===== config.mk =====
export PLATFORM = sky130hd
export DESIGN_NAME = simm_bank_decoder
export DESIGN_NICKNAME = d
export VERILOG_FILES = /design/src/rtl/simm_dec_pkg.sv /design/src/rtl/simm_layout_seq.sv /design/src/rtl/simm_end_file.sv /design/src/rtl/simm_slot.sv /design/src/rtl/simm_pick.sv /design/src/rtl/simm_bank_decoder.sv
export SDC_FILE = /design/constraint.sdc
export NUM_CORES = 1
export LEC_CHECK = 0
export ABC_AREA = 1
export BUFFER_PORTS_ARGS = -buffer_cell sky130_fd_sc_hd__buf_2
export CORE_MARGIN = 2
export CORE_UTILIZATION = 40
export CTS_BUF_LIST = sky130_fd_sc_hd__clkbuf_8
export DETAILED_ROUTE_END_ITERATION = 10
export SYNTH_ARGS = -nofsm -noshare
export SYNTH_HDL_FRONTEND = slang
export SYNTH_SLANG_ARGS = --single-unit

===== constraint.sdc =====
create_clock -name clk -period 3.82 [get_ports clk]
set_input_delay 0.764 -clock clk [delete_from_list [all_inputs] [get_ports clk]]
set_output_delay 0.764 -clock clk [all_outputs]
set_load 0.01 [all_outputs]

===== src/rtl/simm_dec_pkg.sv =====
package simm_dec_pkg;

    typedef enum logic [1:0] {
        LAY_START,
        LAY_WALK,
        LAY_DONE
    } lay_state_e;

    localparam logic [1:0] SZ_CODE_8MB  = 2'b01;
    localparam logic [1:0] SZ_CODE_32MB = 2'b10;

    // Module size in 8 MB units; reserved and empty codes give zero.
    function automatic logic [2:0] size_units(input logic [1:0] code);
        logic [2:0] u;
        unique case (code)
            SZ_CODE_8MB:  u = 3'd1;
            SZ_CODE_32MB: u = 3'd4;
            default:      u = 3'd0;
        endcase
        return u;
    endfunction

endpackage


===== src/rtl/simm_layout_seq.sv =====
module simm_layout_seq
    import simm_dec_pkg::*;
#(
    parameter int NUM_SOCK = 6,
    parameter int SOCK_W   = 3,
    parameter int BASE_W   = 5
) (
    input  logic                  clk,
    input  logic                  rst_n,
    input  logic                  auto_cfg,
    input  logic [2*NUM_SOCK-1:0] pop_code,
    output logic                  ready,
    output logic                  place_vld,
    output logic [SOCK_W-1:0]     place_idx,
    output logic [BASE_W-1:0]     place_base
);

    localparam logic [SOCK_W-1:0] LAST_SOCK = SOCK_W'(NUM_SOCK - 1);

    lay_state_e        state_q, state_d;
    logic [SOCK_W-1:0] walk_q;
    logic [BASE_W-1:0] sum_q;
    logic [2:0]        cur_units;

    assign cur_units = size_units(pop_code[2*walk_q +: 2]);

    // State register together with the walk counter and running sum.
    always_ff @(posedge clk) begin
        if (!rst_n) begin
            state_q <= LAY_START;
            walk_q  <= '0;
            sum_q   <= '0;
        end else begin
            state_q <= state_d;
            if (state_q == LAY_WALK) begin
                walk_q <= walk_q + 1'b1;
                sum_q  <= sum_q + BASE_W'(cur_units);
            end
        end
    end

    always_comb begin
        state_d = state_q;
        unique case (state_q)
            LAY_START: state_d = auto_cfg ? LAY_WALK : LAY_DONE;
            LAY_WALK:  state_d = (walk_q == LAST_SOCK) ? LAY_DONE : LAY_WALK;
            LAY_DONE:  state_d = LAY_DONE;
            default:   state_d = LAY_START;
        endcase
    end

    // Output process.
    always_comb begin
        ready      = (state_q == LAY_DONE);
        place_vld  = (state_q == LAY_WALK) && (cur_units != 3'd0);
        place_idx  = walk_q;
        place_base = sum_q;
    end

    assert_done_sticky_R3: assert property (@(posedge clk) disable iff (!rst_n)
        ready |=> ready);

    assert_walk_bounded_R2: assert property (@(posedge clk) disable iff (!rst_n)
        place_vld |-> (place_idx <= LAST_SOCK) && !ready);

endmodule


===== src/rtl/simm_end_file.sv =====
module simm_end_file #(
    parameter int NUM_SOCK = 6,
    parameter int IDX_W    = 3,
    parameter int END_W    = 5
) (
    input  logic                            clk,
    input  logic                            rst_n,
    input  logic                            wr_en,
    input  logic [IDX_W-1:0]                wr_idx,
    input  logic [END_W-1:0]                wr_val,
    output logic [(NUM_SOCK-1)*END_W-1:0]   base_src
);

    // Only entries 1..NUM_SOCK-1 ever serve as a base for a higher socket.
    for (genvar j = 1; j < NUM_SOCK; j++) begin : g_ent
        logic [END_W-1:0] ent_q;
        always_ff @(posedge clk) begin
            if (!rst_n) begin
                ent_q <= '0;
            end else if (wr_en && (wr_idx == IDX_W'(j))) begin
                ent_q <= wr_val;
            end
        end
        assign base_src[(j-1)*END_W +: END_W] = ent_q;
    end

endmodule


===== src/rtl/simm_slot.sv =====
module simm_slot
    import simm_dec_pkg::*;
#(
    parameter int SLOT     = 0,
    parameter int SOCK_W   = 3,
    parameter int IDX_W    = 3,
    parameter int END_W    = 5,
    parameter int ADDR_W   = 32,
    parameter int UNIT_LG2 = 23
) (
    input  logic              clk,
    input  logic              rst_n,
    input  logic              cfg_fire,
    input  logic [IDX_W-1:0]  cfg_idx,
    input  logic [END_W-1:0]  cfg_val,
    input  logic [END_W-1:0]  prev_end,
    input  logic [1:0]        size_code,
    input  logic              place_vld,
    input  logic [SOCK_W-1:0] place_idx,
    input  logic [END_W-1:0]  place_base,
    input  logic [ADDR_W-1:0] addr,
    output logic              match,
    output logic [ADDR_W-1:0] offset
);

    logic             en_q;
    logic [END_W-1:0] base_q;
    logic [2:0]       units;
    logic             wr_me;
    logic             place_me;
    logic [ADDR_W-1:0] base_addr;
    logic [ADDR_W:0]   lim_addr;

    assign units    = size_units(size_code);
    assign wr_me    = cfg_fire && (cfg_idx == IDX_W'(SLOT + 1)) && (units != 3'd0);
    assign place_me = place_vld && (place_idx == SOCK_W'(SLOT));

    always_ff @(posedge clk) begin
        if (!rst_n) begin
            en_q   <= 1'b0;
            base_q <= '0;
        end else if (place_me) begin
            en_q   <= 1'b1;
            base_q <= place_base;
        end else if (wr_me) begin
            en_q   <= (cfg_val != prev_end);
            base_q <= prev_end;
        end
    end

    always_comb begin
        base_addr = ADDR_W'(base_q) << UNIT_LG2;
        lim_addr  = {1'b0, base_addr} + ((ADDR_W + 1)'(units) << UNIT_LG2);
        match     = en_q && (units != 3'd0) && (addr >= base_addr)
                    && ({1'b0, addr} < lim_addr);
        offset    = addr - base_addr;
    end

    assert_zero_span_off_R5: assert property (@(posedge clk) disable iff (!rst_n)
        (wr_me && (cfg_val == prev_end)) |=> !match);

    assert_place_enables_R2: assert property (@(posedge clk) disable iff (!rst_n)
        place_me |=> en_q);

endmodule


===== src/rtl/simm_pick.sv =====
module simm_pick #(
    parameter int NUM_SOCK = 6,
    parameter int SOCK_W   = 3,
    parameter int ADDR_W   = 32
) (
    input  logic [NUM_SOCK-1:0]        match_vec,
    input  logic [NUM_SOCK*ADDR_W-1:0] off_vec,
    output logic                       hit,
    output logic [SOCK_W-1:0]          sock,
    output logic [ADDR_W-1:0]          offset
);

    // Ascending scan: a later (higher) match overwrites a lower one.
    always_comb begin
        hit    = 1'b0;
        sock   = '0;
        offset = '0;
        for (int i = 0; i < NUM_SOCK; i++) begin
            if (match_vec[i]) begin
                hit    = 1'b1;
                sock   = SOCK_W'(i);
                offset = off_vec[i*ADDR_W +: ADDR_W];
            end
        end
    end

endmodule


===== src/rtl/simm_bank_decoder.sv =====
module simm_bank_decoder #(
    parameter int NUM_SOCK = 6,
    parameter int ADDR_W   = 32,
    parameter int END_W    = 5,
    parameter int UNIT_LG2 = 23
) (
    input  logic                  clk,
    input  logic                  rst_n,
    input  logic                  auto_cfg,
    input  logic [2*NUM_SOCK-1:0] pop_code,
    input  logic                  cfg_we,
    input  logic [2:0]            cfg_idx,
    input  logic [END_W-1:0]      cfg_end,
    input  logic [ADDR_W-1:0]     addr,
    output logic                  hit,
    output logic [2:0]            sock,
    output logic [ADDR_W-1:0]     offset
);

    localparam int IDX_W  = $clog2(NUM_SOCK + 2);
    localparam int SOCK_W = $clog2(NUM_SOCK);

    logic                          ready;
    logic                          place_vld;
    logic [SOCK_W-1:0]             place_idx;
    logic [END_W-1:0]              place_base;
    logic                          cfg_fire;
    logic [(NUM_SOCK-1)*END_W-1:0] base_src;
    logic [NUM_SOCK-1:0]           match_vec;
    logic [NUM_SOCK*ADDR_W-1:0]    off_vec;
    logic                          pick_hit;
    logic [SOCK_W-1:0]             pick_sock;
    logic [ADDR_W-1:0]             pick_off;

    assign cfg_fire = cfg_we && ready;

    simm_layout_seq #(
        .NUM_SOCK (NUM_SOCK),
        .SOCK_W   (SOCK_W),
        .BASE_W   (END_W)
    ) u_layout (
        .clk        (clk),
        .rst_n      (rst_n),
        .auto_cfg   (auto_cfg),
        .pop_code   (pop_code),
        .ready      (ready),
        .place_vld  (place_vld),
        .place_idx  (place_idx),
        .place_base (place_base)
    );

    simm_end_file #(
        .NUM_SOCK (NUM_SOCK),
        .IDX_W    (IDX_W),
        .END_W    (END_W)
    ) u_ends (
        .clk      (clk),
        .rst_n    (rst_n),
        .wr_en    (cfg_fire),
        .wr_idx   (IDX_W'(cfg_idx)),
        .wr_val   (cfg_end),
        .base_src (base_src)
    );

    for (genvar k = 0; k < NUM_SOCK; k++) begin : g_slot
        logic [END_W-1:0] prev_end;
        if (k == 0) begin : g_first
            assign prev_end = '0;
        end else begin : g_rest
            assign prev_end = base_src[(k-1)*END_W +: END_W];
        end

        simm_slot #(
            .SLOT     (k),
            .SOCK_W   (SOCK_W),
            .IDX_W    (IDX_W),
            .END_W    (END_W),
            .ADDR_W   (ADDR_W),
            .UNIT_LG2 (UNIT_LG2)
        ) u_slot (
            .clk        (clk),
            .rst_n      (rst_n),
            .cfg_fire   (cfg_fire),
            .cfg_idx    (IDX_W'(cfg_idx)),
            .cfg_val    (cfg_end),
            .prev_end   (prev_end),
            .size_code  (pop_code[2*k +: 2]),
            .place_vld  (place_vld),
            .place_idx  (place_idx),
            .place_base (place_base),
            .addr       (addr),
            .match      (match_vec[k]),
            .offset     (off_vec[k*ADDR_W +: ADDR_W])
        );
    end

    simm_pick #(
        .NUM_SOCK (NUM_SOCK),
        .SOCK_W   (SOCK_W),
        .ADDR_W   (ADDR_W)
    ) u_pick (
        .match_vec (match_vec),
        .off_vec   (off_vec),
        .hit       (pick_hit),
        .sock      (pick_sock),
        .offset    (pick_off)
    );

    always_comb begin
        hit    = pick_hit && ready;
        sock   = hit ? 3'(pick_sock) : 3'd0;
        offset = hit ? pick_off : '0;
    end

    assert_busy_quiet_R3: assert property (@(posedge clk) disable iff (!rst_n)
        !ready |-> !hit);

    assert_miss_zero_R8: assert property (@(posedge clk) disable iff (!rst_n)
        !hit |-> (sock == 3'd0) && (offset == '0));

    assert_high_wins_R7: assert property (@(posedge clk) disable iff (!rst_n)
        hit |-> ((match_vec >> (sock + 3'd1)) == '0) && match_vec[sock]);

    assert_sock_range_R8: assert property (@(posedge clk) disable iff (!rst_n)
        hit |-> (sock < 3'(NUM_SOCK)));

endmodule


# After elaboration in Yosys (flattened, before gate mapping)
# Index checks and enable logic that the tools add are counted.
classes:
  add_sub_neg: 14
  magnitude_cmp: 12
  n_eq_ne: 32
  n_shift: 1
  n_mux: 53
  n_reduce_logical: 55
op_table:
  columns: ["operator", "n"]
  rows:
  - ["$mux W32", 7]
  - ["$lt A32 B33 Y1", 6]
  - ["$ge A32 B28 Y1", 6]
  - ["$sub A32 B28 Y32", 6]
  - ["$add A28 B26 Y29", 6]
  - ["$mux W5", 12]
  - ["$pmux W3 S2", 7]
  - ["$logic_and A1 B1 Y1", 39]
  - ["$ne A5 B5 Y1", 5]
  - ["$reduce_bool A3 Y1", 7]
  - ["$mux W1", 19]
  - ["$eq A2 B1 Y1 const B", 8]
  - ["$eq A2 B2 Y1 const B", 8]
  - ["$eq A3 B3 Y1 const B", 5]
  - ["$eq A3 B2 Y1 const B", 4]
  - ["$reduce_bool A2 Y1", 6]
  - ["$shiftx A12 B5 Y2", 1]
  - ["$mux W3", 3]
  - ["$mux W2", 4]
  - ["$eq A3 B1 Y1 const B", 2]
  - ["$pmux W2 S3", 1]
  - ["$add A5 B3 Y5", 1]
  - ["$reduce_bool A5 Y1", 1]
  - ["$add A3 B1 Y3 const B", 1]
  - ["other kinds (2)", 2]
totals:
  register_bits: 71
  inputBits: 56
  elab_cells: 187

# Longest topological paths before layout
# Gate-level depths: netlist of run 1.
depth:
  depth_word: 14
  mapped_depth: 21
  depth_no_buf: 21

# Hierarchy
# A second synthesis of run 1 with hierarchy kept.
hier_totals:
  cells_unflattened: 2184
  hier_area_um2: 12095.4
modules_own_cells:
  columns: ["module", "instances", "cells_each", "area_each_um2", "seq_area_each_um2"]
  rows:
  - ["simm_pick", 1, 532, 2162.1, 0.0]
  - ["simm_slot at g_slot[4].u_slot", 1, 221, 1353.8, 120.1]
  - ["simm_slot at g_slot[2].u_slot", 1, 223, 1320.0, 120.1]
  - ["simm_slot at g_slot[5].u_slot", 1, 226, 1310.0, 120.1]
  - ["simm_slot at g_slot[3].u_slot", 1, 217, 1301.2, 120.1]
  - ["simm_slot at g_slot[0].u_slot", 1, 215, 1300.0, 120.1]
  - ["simm_slot at g_slot[1].u_slot", 1, 214, 1280.0, 120.1]
  - ["simm_end_file", 1, 154, 1053.5, 500.5]
  - ["simm_layout_seq", 1, 104, 686.9, 200.2]
  - ["simm_bank_decoder", 1, 78, 327.8, 0.0]

# Worst setup path before layout of run 1
# Ideal clock, no wire load.
synth_path:
  path_type: "input to output"
  startpoint: "input pop_code[10]"
  endpoint: "output offset[10]"
  arrival_ns: 3.181
  slack_ns: -0.125
  stages: 19
  path_cell_list: "inv_1 > ha_1 > ha_1 > nand3_1 > nand2_1 > xor2_1 > ha_1 > nand2_1 > inv_1 > o21ai_0 > nand3_1 > nor2_2 > nand3_4 > nand2_4 > inv_4 > a21oi_4 > inv_4 > buf_12 > nor2_4"
synth_between:
  elab_chain_cells: 9
  word_cells_on_any_way: 13
synth_rtl:
  columns: ["element", "line_no", "text"]
  rows:
  - ["start: declaration", "simm_bank_decoder.sv:10", "input logic [2*NUM_SOCK-1:0] pop_code,"]
  - ["$eq A2 B2 Y1 / $eq A2 B1 Y1 (equally long branches)", "simm_dec_pkg.sv:15", "unique case (code)"]
  - ["$pmux W3 S2 *", "simm_dec_pkg.sv:15", null]
  - ["parallel branches: the longest is 3 deep, another holds $lt A32 B33 Y1", null, null]
  - ["$logic_and A1 B1 Y1 *", "simm_slot.sv:55", "&& ({1'b0, addr} < lim_addr);"]
  - ["$mux W1 *", "simm_pick.sv:19", "if (match_vec[i]) begin"]
  - ["$logic_and A1 B1 Y1 *", "simm_bank_decoder.sv:110", "hit = pick_hit && ready;"]
  - ["via hit", "simm_bank_decoder.sv:15", "output logic hit,"]
  - ["$mux W32 *", "simm_bank_decoder.sv:112", "offset = hit ? pick_off : '0;"]
  - ["end: declaration", "simm_bank_decoder.sv:17", "output logic [ADDR_W-1:0] offset"]
# Mark *: on every way through the listed nets, which the timed path passes.

# Final worst setup path of run 1
layout_path:
  startpoint: "input pop_code[3]"
  endpoint: "output offset[16]"
layout_between:
  elab_chain_cells: 13
  word_cells_on_any_way: 21
layout_rtl:
  columns: ["element", "line_no"]
  rows:
  - ["$eq A2 B2 Y1 / $eq A2 B1 Y1 (equally long branches)", "simm_dec_pkg.sv:15"]
  - ["$pmux W3 S2 *", "simm_dec_pkg.sv:15"]
  - ["parallel branches: the longest is 3 deep, another holds $lt A32 B33 Y1", null]
  - ["$logic_and A1 B1 Y1 *", "simm_slot.sv:55"]
  - ["$mux W1 (5 in a row)", "simm_pick.sv:19"]
  - ["$logic_and A1 B1 Y1", "simm_bank_decoder.sv:110"]
  - ["$mux W32 *", "simm_bank_decoder.sv:112"]
# Every way passes the cells marked *.

==> results of run 1 <==
==> final cells by class <==
| type | count | area share [%] |
|---|---|---|
| timing repair buffer | 182 | 13.9 |
| inverter | 175 | 6.97 |
| clock buffer | 11 | 1.46 |
| multi-input combinational | 891 | 60.6 |
| tap | 265 | 3.20 |
| clock inverter | 3 | 0.121 |
| sequential | 71 | 13.7 |
==> registers in the layout, summed over array words and instances, names as in the netlist <==
register	count
g_slot.u_slot.base_q	30
u_ends.g_ent.ent_q	25
g_slot.u_slot.en_q	6
u_layout.place_base	5
u_layout.place_idx	3
u_layout.state_q	2
==> synth_stat cells (5+ instances only) <==
master and count:
a211oi_1 27, a21oi_1 78, nand2_2 5, a31oi_1 9
clkbuf_1 20, nor4_1 6, inv_1 154, xor2_1 45
nor2_4 22, nor2_1 123, o21ai_0 82, nand2_1 214
nor2_2 8, inv_2 13, ha_1 100, xnor2_1 31
nand3_1 70, nand4_1 15, nor3_1 9, fa_1 6
dfxtp_1 71
==> through the flow <==
stage	TNS, ns	total power, mW	setup slack (ns)	hold slack [ns]	instances
after floorplan	-0.324	1.17	-0.0381	0.431	1161
after global placement	-13.75	1.36	-0.411	0.441	1569
after detailed placement	-15.16	1.36	-0.471	0.453	1569
after CTS	-7.72	1.92	-0.258	0.461	1592
after global routing	-16.24	2.04	-0.534	0.490	1598
final	-9.23	1.93	-0.310	0.467	1598
==> power by group <==
group | total (mW) | switching, mW | internal (mW)
Combinational | 0.615 | 0.364 | 0.251
Sequential | 0.785 | 0.0243 | 0.761
Clock | 0.531 | 0.273 | 0.258
==> path summary, 6_finish.rpt <==
check | from | to | slack [ns] | depth (start not counted)
max | pop_code[3] | offset[16] | -0.31 | 21
min reg2reg | g_slot[2].u_slot.en_q | g_slot[2].u_slot.en_q | 0.47 | 2
max reg2reg | u_layout.place_idx[0] | g_slot[2].u_slot.base_q[1] | 0.65 | 12
min | g_slot[2].u_slot.en_q | g_slot[2].u_slot.en_q | 0.47 | 2
==> routing by layer <==
metal / global-route usage, % / up-vias
li1: - / 4149
met1: 31.2 / 3592
met2: 40.9 / 192
met3: 1.62 / 28
met4: 6.86 / 0
met5: 0 / -
==> repair_timing <==
action / in CTS / in global routing
endpoints found under the setup margin: 36 / 36
pin swaps: 80 / 48
buffers inserted: 9 / 6
endpoints found under the hold margin: 0 / 0
resized for setup: 129 / 51
cloned: 1 / 0
==> worst max-delay path, cell delays in order <==
cell,delay (ns)
buf_8,0.09
inv_6,0.03
ha_4,0.15
ha_4,0.16
ha_4,0.15
nand2_2,0.05
a21oi_2,0.05
xor2_1,0.16
ha_1,0.29
nand2_1,0.08
o21bai_1,0.11
nand3_1,0.13
nor2_4,0.17
nand3_4,0.14
nand2_4,0.11
nor2_4,0.05
a21oi_4,0.16
clkinv_4,0.14
buf_12,0.18
nor2_4,0.10
buf_6,0.10
==> cells by family after synthesis <==
family | count (synthesis)
XOR/XNOR | 76
flip-flops | 71
buffers and inverters | 199
adder cells (fa/ha/maj) | 106
AO/OA/AOI/OAI | 217
AND/OR/NAND/NOR | 492
==> flow_metrics.tcl, run 1 <==
set metrics [dict create \
    start_util_pct 40.6 \
    final_common_cell "nand2_1" \
    wl_met1_um 11200 \
    io_pins 92 \
    vias_per_cell 4.98 \
    synthTopCellsByArea "dfxtp_1 (18%), ha_1 (16%), nand2_1 (10%)" \
    setup_violations 35 \
    cts_sinks 71 \
    post-route-min-period_ns 4.13 \
    powerDensity_nw_per_um2 187 \
    dr.pass1.iters 6 \
    finClkSkew_ns 0.00686 \
    cp-start-kind "input port" \
    synth_mux_area_share_pct 0 \
    ys_warn_count 0 \
    yosysTopAreaCellShare_pct 18.1 \
    core_um2 19300 \
    finalHoldViolations 0 \
    syn_nets 1323 \
    cts_max_path_buffers 2 \
    static-leakage-power_nw 4.43 \
    clock_latency_ns 0.36 \
    n_fill_cell 1880 \
    setup_ws_ns -0.310 \
    wl_met2_um 11400 \
    finalWirelength_um 24000 \
    maxCapViolCount 0 \
    worstPathArrival_ns 3.37 \
    layout_common_cells "nand2_1 (188), inv_1 (144), nor2_1 (115), buf_4 (82), o21ai_0 (76)" \
    port_buffers 91 \
    fin_area_um2 10400 \
    drt_iter0_drc 495 \
    drc 0 \
    yosysTopAreaCell "dfxtp_1" \
    grt_pass1_wl_um 38200 \
    synth_area_um2 7840 \
    htreeDepth 3 \
    antenna_found_initial 0 \
    synthAdderAreaFrac_pct 17.5 \
    globalRouteOverflowTotal 0 \
    route.met3.wl_um 1010 \
    rsz0062_at_grt "yes" \
    antenna_left 0 \
    seqCellArea_um2 1420 \
    clk_pin_slew_ns 0.07 \
    required_ns 3.06 \
    status "finished with violations" \
    async_flop_share_pct 0 \
    top_layer "met4" \
    path_class "in2out" \
    cts_tree "yes" \
    synth_area_per_cell_um2 6.76 \
    worstHoldPathType "reg2reg" \
    synth_compound_area_share_pct 15.5 \
    ys.flop_type "dfxtp_1" \
    grt_usage_pct 23.5 \
    synthToLayoutAreaGrowth_pct 32.0 \
    vias 7961 \
    cts_hold_buf 0 \
    yosys.area_share.simple_pct 30.0 \
    slew_headroom_pct 49.6 \
    grt_pass1_vias 7597 \
    synth_top_family_by_area "simple AND/OR/NAND/NOR gates" \
    peakVddDrop_mv 0.254 \
    globalplace.congestion 0.878 \
    seq_area_frac_synth_pct 18.1 \
    synth_edf_count 0 \
    synth-xor-area-share_pct 8.49 \
    violations "setup timing" \
    ys_seq_elements 71 \
    rows 51 \
    wl_per_cell_um 15.0 \
    diodes 0 \
    cts_root_buf "clkbuf_8" \
    syn_inst 1161 \
    cts_buffers 9 \
    die_area_um2 20700 \
    finalNetCount 1492 \
    synthDistinctLibCells 49 \
    die_width_um 144 \
    dpl-instance-area_um2 9300 \
    utilization_pct 53.6 \
    place_hpwl_um 19100 \
    multi_input_area_um2 6270 \
    worstSetupEndpointType "primary output" \
    tightest_slew_ns 0.755 \
    grt_max_degree 46 \
    drive_above_1_share_pct 28.1 \
    fmax_mhz 242 \
    drv_slew 0 \
    crit_fanout 7 \
    die_h_um 144 \
    fin_crit_sh_pct 108 \
]
Power figures use the tool's default switching activity.
==> run 2, diff against run 1 <==
Settings changed: CORE_ASPECT_RATIO set to 1.2.
==> run 2 against run 1 <==
Against the previous run:
- the flow still finishes with violations (setup timing)
- first-iteration DRC count fell by 29%
- critical path depth rose by 1
- clock power rose by 38%
- clock-buffer cell count fell by 1
- final area fell by 0.45%
- global-route usage fell by 0.64 points
- register-to-register slack barely moved
- via count rose by 0.73%
- core utilization fell by 0.44 points
- highest routed layer unchanged
- combinational power rose by 1%
==> flow_metrics.tcl, run 2 (synthesized netlist as in run 1, its figures left out) <==
set metrics [dict create \
    vias 8019 \
    die_width_um 132 \
    grtUsageMet1_pct 26.7 \
    globalRoute.busiestLayer "met2" \
    powerDensity_nw_per_um2 208 \
    status "finished with violations" \
    static-leakage-power_nw 4.45 \
    largest_reg_flops 30 \
    port_buffers 91 \
    vias_per_cell 5.00 \
    final_common_cell "nand2_1" \
    switching_share_pct 31.5 \
    path_buf_inv 5 \
    cts_sinks 71 \
    io_pins 92 \
    peakVddDrop_mv 0.205 \
    crit_fanout 6 \
    dpl-instance-area_um2 9330 \
    tightest_slew_ns 0.711 \
    core_um2 19400 \
    dr.pass1.iters 5 \
    globalRouteOverflowTotal 0 \
    worstHoldPathType "reg2reg" \
    setup_violations 35 \
    wl_per_cell_um 14.8 \
    worstSetupEndpointType "primary output" \
    reg_top3 "g_slot.u_slot.base_q x30, u_ends.g_ent.ent_q x25, g_slot.u_slot.en_q x6" \
    seqPwrFrac_pct 36.7 \
    fin_area_um2 10300 \
    worstPathArrival_ns 3.42 \
    finClkSkew_ns 0.00713 \
    die_area_um2 20800 \
    regMostFlops "g_slot.u_slot.base_q" \
    grt_pass1_vias 7662 \
    grt_usage_pct 22.8 \
    power.share.combinational_pct 29.0 \
    rows 56 \
    finalNetCount 1500 \
    clock_latency_ns 0.36 \
    diodes 0 \
    post-route-min-period_ns 4.19 \
    cts_root_buf "clkbuf_8" \
    path_cells "buf_8 -> inv_6 -> ha_4 -> ha_4 -> ha_4 -> nand2_2 -> a21oi_2 -> xor2_1 -> ha_1 -> nand2_2 -> o21bai_1 -> nand3_1 -> nor2_4 -> nand3_4 -> nand2_4 -> nor2_4 -> a21oi_4 -> buf_12 -> buf_8 -> nand2_2 -> nor2_2 -> buf_2" \
    die_h_um 157 \
    cts_hold_buf 0 \
    synthToLayoutAreaGrowth_pct 31.4 \
    required_ns 3.06 \
    cts_buffers 9 \
    met2_usage_pct 42.5 \
    fmax_mhz 239 \
    internal_power_mw 1.47 \
    finalHoldViolations 0 \
    drt_iter0_drc 350 \
    p_sw_mw 0.674 \
    p_clk_share_pct 34.3 \
    start_util_pct 40.4 \
    fin_crit_sh_pct 110 \
    clk_pin_slew_ns 0.07 \
    layout.cells.non_filler 1604 \
    antenna_left 0 \
    violations "setup timing" \
    grt_use_met3_pct 2.77 \
    slew_headroom_pct 52.5 \
    dp_cells 1572 \
    antenna_found_initial 0 \
    place_hpwl_um 19200 \
    drc 0 \
    drv_slew 0 \
    rsz0062_at_grt "yes" \
    power_mw 2.14 \
    cp-start-kind "input port" \
    grt_pass1_wl_um 38100 \
    cts_max_path_buffers 2 \
    holdWs_ns 0.460 \
    cpMaxStageDelayCell "ha_1" \
    grt_max_degree 51 \
    cts_tree "yes" \
    layout_common_cells "nand2_1 (188), inv_1 (142), nor2_1 (115), buf_4 (88), buf_2 (80)" \
    crit_family "simple AND/OR/NAND/NOR gates" \
    globalplace.congestion 0.886 \
    drive_above_1_share_pct 28.1 \
    n_fill_cell 1923 \
    setup_ws_ns -0.368 \
    crit_path_max_incr_delay_ns 0.31 \
    path_class "in2out" \
    maxCapViolCount 0 \
    htreeDepth 3 \
    finalWirelength_um 23700 \
]
-- run 2: power by group through the flow --
stage          clock network (mW)  logic (mW)  registers [mW]
3_5_place_dp                    0       0.580           0.801
4_1_cts                     0.750       0.618           0.785
3_3_place_gp                    0       0.573           0.801
5_1_grt                     0.778       0.696           0.787
6_report                    0.735       0.622           0.786
2_1_floorplan                   0       0.376           0.792
-- run 2: final cells by class --
| type | instances | area, um2 | share of cell area (%) |
|---|---|---|---|
| Clock buffer | 10 | 138 | 1.34 |
| Clock inverter | 6 | 108 | 1.04 |
| Inverter | 175 | 721 | 6.99 |
| Multi-Input combinational cell | 891 | 6230 | 60.4 |
| Sequential cell | 71 | 1420 | 13.8 |
| Tap cell | 261 | 327 | 3.17 |
| Timing Repair Buffer | 189 | 1360 | 13.1 |
| Timing Repair inverter | 1 | 8.76 | 0.0850 |
-- run 2: final timing paths --
path                         start                    endpoint  slack [ns]  depth (start not counted)
max                    pop_code[3]                  offset[30]       -0.37                         22
min          g_slot[2].u_slot.en_q       g_slot[2].u_slot.en_q        0.46                          2
min reg2reg  g_slot[2].u_slot.en_q       g_slot[2].u_slot.en_q        0.46                          2
max reg2reg  u_layout.place_idx[0]  g_slot[5].u_slot.base_q[1]        0.65                         13
-- run 2: metal layers --
metal | wire (um) | up-vias
li1 | - | 4168
met1 | 10100 | 3587
met2 | 11800 | 211
met3 | 993 | 53
met4 | 745 | 0
met5 | 0 | -
-- run 2: stage by stage --
stage	TNS, ns	util, %	setup WS (ns)
finish	-10.64	53.1	-0.368
global route	-15.96	53.1	-0.512
CTS	-7.99	52.1	-0.251
detailed placement	-15.01	48.1	-0.477
global placement	-13.79	48.1	-0.447
floorplan	-0.324	-	-0.0381
-- run 2: worst min-delay path: cells and delay by family (launching register included) --
family	cells	cell delay, ns
buffers and inverters	1	0.06
AO/OA/AOI/OAI	1	0.05
flip-flops	1	0.30
-- run 2: timing repair --
item                                    4_1_cts  5_1_grt
buffers inserted                              8        6
gates resized for setup                     114       38
endpoints found under the setup margin       36       36
cloned                                        1        1
pin swaps                                    65       27
